$ cat src/rtl/chg_sup_pkg.sv
package chg_sup_pkg;
    typedef enum logic [1:0] {
        MODE_OFF  = 2'd0,
        MODE_TRK  = 2'd1,
        MODE_FAST = 2'd2
    } chg_mode_e;

    localparam logic [1:0] SEL_ICHG = 2'd0;
    localparam logic [1:0] SEL_VMIN = 2'd1;
    localparam logic [1:0] SEL_VMAX = 2'd2;
    localparam logic [1:0] SEL_ISO  = 2'd3;
endpackage

$ cat src/rtl/chg_sup_hyst.sv
module chg_sup_hyst #(
    parameter int unsigned   W  = 16,
    parameter logic [W-1:0]  HI = '1,
    parameter logic [W-1:0]  LO = '0
) (
    input  logic         clk,
    input  logic         rst,
    input  logic         en,
    input  logic [W-1:0] val,
    output logic         lvl_d,
    output logic         lvl_q
);
    always_comb begin
        lvl_d = lvl_q;
        if (en) begin
            if (val > HI)      lvl_d = 1'b1;
            else if (val < LO) lvl_d = 1'b0;
        end
    end

    always_ff @(posedge clk) begin
        if (rst) lvl_q <= 1'b0;
        else     lvl_q <= lvl_d;
    end

    // R2 (adapter instance) and R4 (thermal instance)
    assert_hyst_set_R2_R4: assert property (@(posedge clk) disable iff (rst)
        (en && val > HI) |=> lvl_q);
    assert_hyst_clr_R2_R4: assert property (@(posedge clk) disable iff (rst)
        (en && val < LO) |=> !lvl_q);
    assert_hyst_idle_R11: assert property (@(posedge clk) disable iff (rst)
        !en |=> $stable(lvl_q));
endmodule

$ cat src/rtl/chg_sup_filt.sv
module chg_sup_filt #(
    parameter int unsigned LEN = 4
) (
    input  logic clk,
    input  logic rst,
    input  logic en,
    input  logic raw,
    output logic out_d,
    output logic out_q
);
    localparam int unsigned    CW   = $clog2(LEN + 1);
    localparam logic [CW-1:0]  LAST = CW'(LEN - 1);

    typedef struct packed {
        logic          out;
        logic [CW-1:0] cnt;
    } filt_st_t;

    filt_st_t st_d, st_q;

    always_comb begin
        st_d = st_q;
        if (en) begin
            if (raw != st_q.out) begin
                if (st_q.cnt == LAST) begin
                    st_d.out = raw;
                    st_d.cnt = '0;
                end else begin
                    st_d.cnt = st_q.cnt + 1'b1;
                end
            end else begin
                st_d.cnt = '0;
            end
        end
    end

    always_ff @(posedge clk) begin
        if (rst) st_q <= '0;
        else     st_q <= st_d;
    end

    assign out_d = st_d.out;
    assign out_q = st_q.out;

    assert_filt_cnt_bound_R6: assert property (@(posedge clk) disable iff (rst)
        st_q.cnt <= LAST);
    assert_filt_follow_R6: assert property (@(posedge clk) disable iff (rst)
        (out_q != $past(out_q)) |-> ($past(en) && out_q == $past(raw)));
    assert_filt_agree_R6: assert property (@(posedge clk) disable iff (rst)
        (en && raw == out_q) |=> $stable(out_q));
    assert_filt_idle_R11: assert property (@(posedge clk) disable iff (rst)
        !en |=> $stable(out_q));
endmodule

$ cat src/rtl/chg_mode_sup.sv
module chg_mode_sup
    import chg_sup_pkg::*;
#(
    parameter int unsigned MV_W         = 16,
    parameter int unsigned T_W          = 8,
    parameter int unsigned CELLS        = 2,
    parameter int unsigned FILT_LEN     = 4,
    parameter int unsigned ADP_RISE_MV  = 3200,
    parameter int unsigned ADP_HYST_MV  = 57,
    parameter int unsigned SUP_MIN_MV   = 4500,
    parameter int unsigned HOT_SET_C    = 150,
    parameter int unsigned HOT_CLR_C    = 125,
    parameter int unsigned TRK_MA       = 256,
    parameter int unsigned CELL_VMAX_MV = 4200,
    parameter int unsigned CELL_VMIN_MV = 3000
) (
    input  logic            clk,
    input  logic            rst,
    input  logic            smp_en,
    input  logic [MV_W-1:0] adp_mv,
    input  logic [MV_W-1:0] sup_mv,
    input  logic [MV_W-1:0] bat_mv,
    input  logic [T_W-1:0]  die_degc,
    input  logic            wr_en,
    input  logic [1:0]      wr_sel,
    input  logic [MV_W-1:0] wr_data,
    output logic            adp_prsnt,
    output logic            adp_sel,
    output logic            conv_en,
    output logic            chg_en,
    output logic            trk_stat,
    output logic            trk_n,
    output logic [1:0]      mode,
    output logic [MV_W-1:0] chg_tgt_ma,
    output logic [MV_W-1:0] ichg_reg,
    output logic [MV_W-1:0] vmax_reg,
    output logic            iso_reg
);
    localparam logic [MV_W-1:0] ADP_HI   = MV_W'(ADP_RISE_MV);
    localparam logic [MV_W-1:0] ADP_LO   = MV_W'(ADP_RISE_MV - ADP_HYST_MV);
    localparam logic [MV_W-1:0] SUP_MIN  = MV_W'(SUP_MIN_MV);
    localparam logic [T_W-1:0]  HOT_HI   = T_W'(HOT_SET_C);
    localparam logic [T_W-1:0]  HOT_LO   = T_W'(HOT_CLR_C);
    localparam logic [MV_W-1:0] TRK_TGT  = MV_W'(TRK_MA);
    localparam logic [MV_W-1:0] VMAX_DEF = MV_W'(CELLS * CELL_VMAX_MV);
    localparam logic [MV_W-1:0] VMIN_DEF = MV_W'(CELLS * CELL_VMIN_MV);

    typedef struct packed {
        logic            sup_ok;
        logic            adp_sel;
        logic            conv_en;
        logic            chg_en;
        chg_mode_e       mode;
        logic [MV_W-1:0] tgt;
        logic [MV_W-1:0] ichg;
        logic [MV_W-1:0] vmin;
        logic [MV_W-1:0] vmax;
        logic            iso;
    } sup_st_t;

    localparam sup_st_t ST_RST = '{
        sup_ok:  1'b0, adp_sel: 1'b0, conv_en: 1'b0, chg_en: 1'b0,
        mode:    MODE_OFF, tgt: '0, ichg: '0,
        vmin:    VMIN_DEF, vmax: VMAX_DEF, iso: 1'b0
    };

    sup_st_t st_d, st_q;
    logic    adp_d, adp_q;
    logic    hot_d, hot_q;
    logic    trk_d, trk_q;

    chg_sup_hyst #(.W(MV_W), .HI(ADP_HI), .LO(ADP_LO)) adp_hyst_i (
        .clk(clk), .rst(rst), .en(smp_en), .val(adp_mv),
        .lvl_d(adp_d), .lvl_q(adp_q)
    );

    chg_sup_hyst #(.W(T_W), .HI(HOT_HI), .LO(HOT_LO)) hot_hyst_i (
        .clk(clk), .rst(rst), .en(smp_en), .val(die_degc),
        .lvl_d(hot_d), .lvl_q(hot_q)
    );

    chg_sup_filt #(.LEN(FILT_LEN)) trk_filt_i (
        .clk(clk), .rst(rst), .en(smp_en), .raw(bat_mv < st_q.vmin),
        .out_d(trk_d), .out_q(trk_q)
    );

    always_comb begin
        st_d = st_q;
        if (smp_en) st_d.sup_ok = (sup_mv > SUP_MIN);
        if (wr_en) begin
            case (wr_sel)
                SEL_ICHG: st_d.ichg = wr_data;
                SEL_VMIN: st_d.vmin = wr_data;
                SEL_VMAX: st_d.vmax = wr_data;
                default:  st_d.iso  = wr_data[0];
            endcase
        end
        st_d.adp_sel = adp_d & st_d.sup_ok & ~st_d.iso;
        st_d.conv_en = adp_d & ~hot_d;
        st_d.chg_en  = st_d.conv_en & (st_d.ichg != '0);
        if (!st_d.conv_en) st_d.mode = MODE_OFF;
        else if (trk_d)    st_d.mode = MODE_TRK;
        else               st_d.mode = MODE_FAST;
        st_d.tgt = trk_d ? TRK_TGT : st_d.ichg;
    end

    always_ff @(posedge clk) begin
        if (rst) st_q <= ST_RST;
        else     st_q <= st_d;
    end

    assign adp_prsnt  = adp_q;
    assign adp_sel    = st_q.adp_sel;
    assign conv_en    = st_q.conv_en;
    assign chg_en     = st_q.chg_en;
    assign trk_stat   = trk_q;
    assign trk_n      = ~trk_q;
    assign mode       = st_q.mode;
    assign chg_tgt_ma = st_q.tgt;
    assign ichg_reg   = st_q.ichg;
    assign vmax_reg   = st_q.vmax;
    assign iso_reg    = st_q.iso;

    assert_sel_gate_R3: assert property (@(posedge clk) disable iff (rst)
        adp_sel |-> (adp_prsnt && !iso_reg));
    assert_hot_off_R4: assert property (@(posedge clk) disable iff (rst)
        (smp_en && die_degc > HOT_HI) |=> !conv_en);
    assert_conv_adp_R5: assert property (@(posedge clk) disable iff (rst)
        conv_en |-> adp_prsnt);
    assert_chg_conv_R5: assert property (@(posedge clk) disable iff (rst)
        chg_en |-> conv_en);
    assert_tgt_trk_R7: assert property (@(posedge clk) disable iff (rst)
        trk_stat |-> (chg_tgt_ma == TRK_TGT));
    assert_tgt_fast_R7: assert property (@(posedge clk) disable iff (rst)
        !trk_stat |-> (chg_tgt_ma == ichg_reg));
    assert_mode_off_R8: assert property (@(posedge clk) disable iff (rst)
        (mode == MODE_OFF) |-> !conv_en);
    assert_vmax_rst_R9: assert property (@(posedge clk) disable iff (rst)
        ($past(rst) && !$past(wr_en)) |-> (vmax_reg == VMAX_DEF));
    assert_ichg_keep_R7: assert property (@(posedge clk) disable iff (rst)
        !wr_en |=> $stable(ichg_reg));
endmodule

$ cat config.mk
export PLATFORM = sky130hd
export DESIGN_NAME = chg_mode_sup
export DESIGN_NICKNAME = d
export VERILOG_FILES = /design/src/rtl/chg_sup_pkg.sv /design/src/rtl/chg_sup_hyst.sv /design/src/rtl/chg_sup_filt.sv /design/src/rtl/chg_mode_sup.sv
export SDC_FILE = /design/constraint.sdc
export NUM_CORES = 1
export LEC_CHECK = 0
export BUFFER_PORTS_ARGS = -buffer_cell sky130_fd_sc_hd__buf_4
export CAP_MARGIN = 20
export CORE_MARGIN = 1
export CORE_UTILIZATION = 25
export CTS_BUF_LIST = sky130_fd_sc_hd__clkbuf_16
export CTS_CLUSTER_SIZE = 24
export DETAILED_ROUTE_END_ITERATION = 10
export PLACE_DENSITY = 0.46
export SLEW_MARGIN = 15
export SYNTH_ARGS = -nofsm -noshare
export SYNTH_HDL_FRONTEND = slang
export SYNTH_SLANG_ARGS = --single-unit
$ cat constraint.sdc
create_clock -name clk -period 1.85 [get_ports clk]
set_input_delay 0.0925 -clock clk [delete_from_list [all_inputs] [get_ports clk]]
set_output_delay 0.0925 -clock clk [all_outputs]
set_load 0.1 [all_outputs]
==> summary by stage <==
Timing
Setup repair after global routing could not meet its margin everywhere. Subtracting the final worst setup slack from the clock period gives 2.04 ns. At the pin with the least slew margin, the transition time is 0.507 ns. The final hold violation count was 0. The share of the clock period used by the worst path is 110%. The fmax is 0.490 GHz. The number of endpoints failing setup at the final stage is 22. Clock skew on the completed layout was measured at 0.00920 ns. The headroom to the max-slew limit is 65.9%.

The count of final max-slew check failures came to 0. The worst path setup slack after routing is -0.193 ns.

Final layout
The multi-input gate area in the final layout is 1690 um2. The number of antenna repair diodes is 0. In the layout the commonest cells are buf_4, nand2_1, dfxtp_1.

The fraction of layout cells with a size suffix above 1 is a little under two fifths. The register containing the most flip-flops in the final layout is st_q. The non-filler instance count after layout is a little over 700. The flip-flop count of the largest register after layout is 17. Across the whole layout, storage elements account for 1550 um2. The number of nets at the end of the flow is 633. The area growth from synthesis to layout is 38.1%. The filler cell count in the final layout is between 1000 and 1500. The library cell used most frequently in the layout, excluding fill and tap cells, is buf_4.

Logic synthesis
For this run, asynchronously set or reset flops after synthesis account for 0%. Averaged over all synthesized cells, the footprint is between 8 and 9 um2. The number of different library cells used by synthesis comes to between 40 and 50. After synthesis, flip-flops and latches occupy 42.3% of the total area. The number of warnings issued by yosys is 0.

The synthesized design contains 77 register bits. The synthesized netlist cell count is 439. Among all flip-flop cells after synthesis, the most frequent one is dfxtp_1.

The net count after synthesis is around 530. The mapped netlist covers between 3000 and 4000 um2. The number of enable flip-flop cells after synthesis is 0.

Floorplan
135 I/O pins were placed. The floorplan has between 40 and 50 rows. The area enclosed by the die boundary is 15100 um2. In this run the horizontal extent of the chip is 123 um. The die is 123 um tall.

The core outline area is 14000 um2. The starting density of the core is 26.0%.

Worst hold path
The class of the worst hold path is in2reg. The hold path startpoint is wr_data[4].

Critical path
The required time of the critical path is 2.12 ns. The highest fanout seen on the critical path is 19. The category of the most critical setup path is reg2reg.

The worst register-to-register path begins at st_q[23]. At the worst endpoint, the arrival time is 2.31 ns. The launch point of the critical path is st_q[23]. The sort of element at the end of the critical path is a register. STA classifies the critical path startpoint as a register.

Power and ir drop
In this run the static leakage power is 0.00219 uW. The highest ir drop seen on vdd is between 0.4 and 0.5 mV. Power spread over the standard cell area amounts to 870 nW/um2. The post-layout total power is 4380 uW.

Run status
The flow ran to the end, but the final reports show violations. The final reports fail on negative setup slack.

Clocking
The source-to-sink clock delay at the later pin of the worst-skew pair is roughly 0.33 ns. The TritonCTS clock tree is done. The CTS sink count is 77. The number of clock buffers added by TritonCTS is 9. The H-tree was split into 3 levels. The clock slew at the register clock pins of the worst setup and hold paths is 0.06 ns. The clock tree buffer depth is 2.

The number of buffers inserted for hold repair after clock tree synthesis is 0. The tree is rooted in a clkbuf_16.

Drt
Detailed routing inserted a total of 3272 vias. The first detailed-routing pass took 4 iterations. The number of design rule violations left after detail routing is 0. The post-detailed-route count of antenna-violating nets is 0. The wire length after detailed routing is 10600 um. In this run, the number of DRC markers left after iteration 0 of detailed routing was between 100 and 150. The per-cell via count in the routed design is 4.52.

Dividing the detail-routed wire length by the instance count gives 14.6 um.

Place
The congestion estimate from routability-driven global placement came to 0.776. Port buffering added 134 buffers. At the placement stage, the worst setup path has a slack of -0.244 ns. After legalization and detailed placement, the total HPWL measured between 8000 and 9000 um. The total placed cells including tap cells is 705.

GRT
The global-route usage over all layers is between 10% and 20%. The first global-routing pass estimated 16400 um of wire. Entering global routing, the biggest net connects 29 pins. The initial antenna violation count is 0. The via count of the first global-routing pass came to 3286. The total overflow left after global routing is 0.

Job
Across the run, the number of max-cap violations was 0.
## final timing paths
path,end,slack [ns],cells past startpoint
hold reg to reg,vmax_reg[14],0.45,2
setup / recovery,chg_tgt_ma[9],-0.19,8
setup reg to reg,chg_tgt_ma[9],-0.19,8
hold / removal,vmax_reg[4],0.02,3
## synth_stat cells (2+ instances only)
master,n,area [um2]
nand2_1,93,349
dfxtp_1,77,1540
buf_4,50,375
a21oi_1,44,220
inv_1,20,75.1
and2_1,16,100
clkbuf_1,16,60.1
ha_1,16,200
nor2_1,16,60.1
nand3_1,11,55.1
nor4_1,11,68.8
o211ai_1,7,52.6
nand4_1,6,37.5
o21ai_0,6,30.0
nor3_1,5,25.0
a211o_1,4,35.0
and4_1,3,26.3
nand2b_1,3,18.8
nor2b_1,3,18.8
nor4b_1,2,17.5
o21a_1,2,15.0
o311ai_0,2,17.5
or3_1,2,12.5
## timing repair
action / CTS / global route
hold endpoints to repair: 0 / 0
resized for setup: 14 / 10
buffers inserted: 1 / 3
pin swaps: 2 / 1
endpoints found under the setup margin: 22 / 22
## area by class of cell
class | count | share of cell area (%)
repair buffers | 157 | 23.7
clock inverters | 7 | 1.34
inverters | 20 | 1.57
flip-flops and latches | 77 | 30.8
multi-input cells | 274 | 33.6
well taps | 180 | 4.47
clock buffers | 9 | 4.47
## routing by layer
| metal | share of wire [%] | global-route usage, % |
|---|---|---|
| met1 | 42 | 16.9 |
| met2 | 49 | 25.2 |
| met3 | 7.3 | 4.14 |
| met4 | 1.2 | 4.80 |
| met5 | 0 | 0 |
## worst max-delay path, cell delays in order (launching register included)
cell	delay [ns]
dfxtp_2	0.32
inv_2	0.04
ha_4	0.26
nand4_1	0.09
or3_4	0.38
o311a_4	0.40
a41oi_4	0.20
buf_12	0.17
and2_1	0.12
## cells by family (layout without fill, tap and decap cells)
logic type	after synthesis	count (layout)	synth area share, %
mux	2	2	0.583
compound gates	78	78	14.0
buf+inv	88	193	14.4
simple gates	178	178	23.2
flops	77	77	42.3
fa+ha+maj	16	16	5.49
## report_power, final
part           internal, uW  leakage (uW)  switching [uW]  total [uW]
clock network          1040      0.000143             702        1740
logic                   292       0.00142             589         881
registers              1720      0.000628            35.3        1760
## stage by stage
stage          cell area (um2)  utilization, %  TNS (ns)  hold WS (ns)
2_1_floorplan             3660               -     -1.75         0.217
3_3_place_gp              4610            32.8     -4.04         0.361
3_5_place_dp              4610            32.8     -4.83         0.359
4_1_cts                   4970            35.4     -4.49        0.0168
5_1_grt                   5030            35.9     -6.01        0.0336
6_report                  5030            35.9     -3.87        0.0201
No activity file was read; power rests on OpenSTA's default activity.
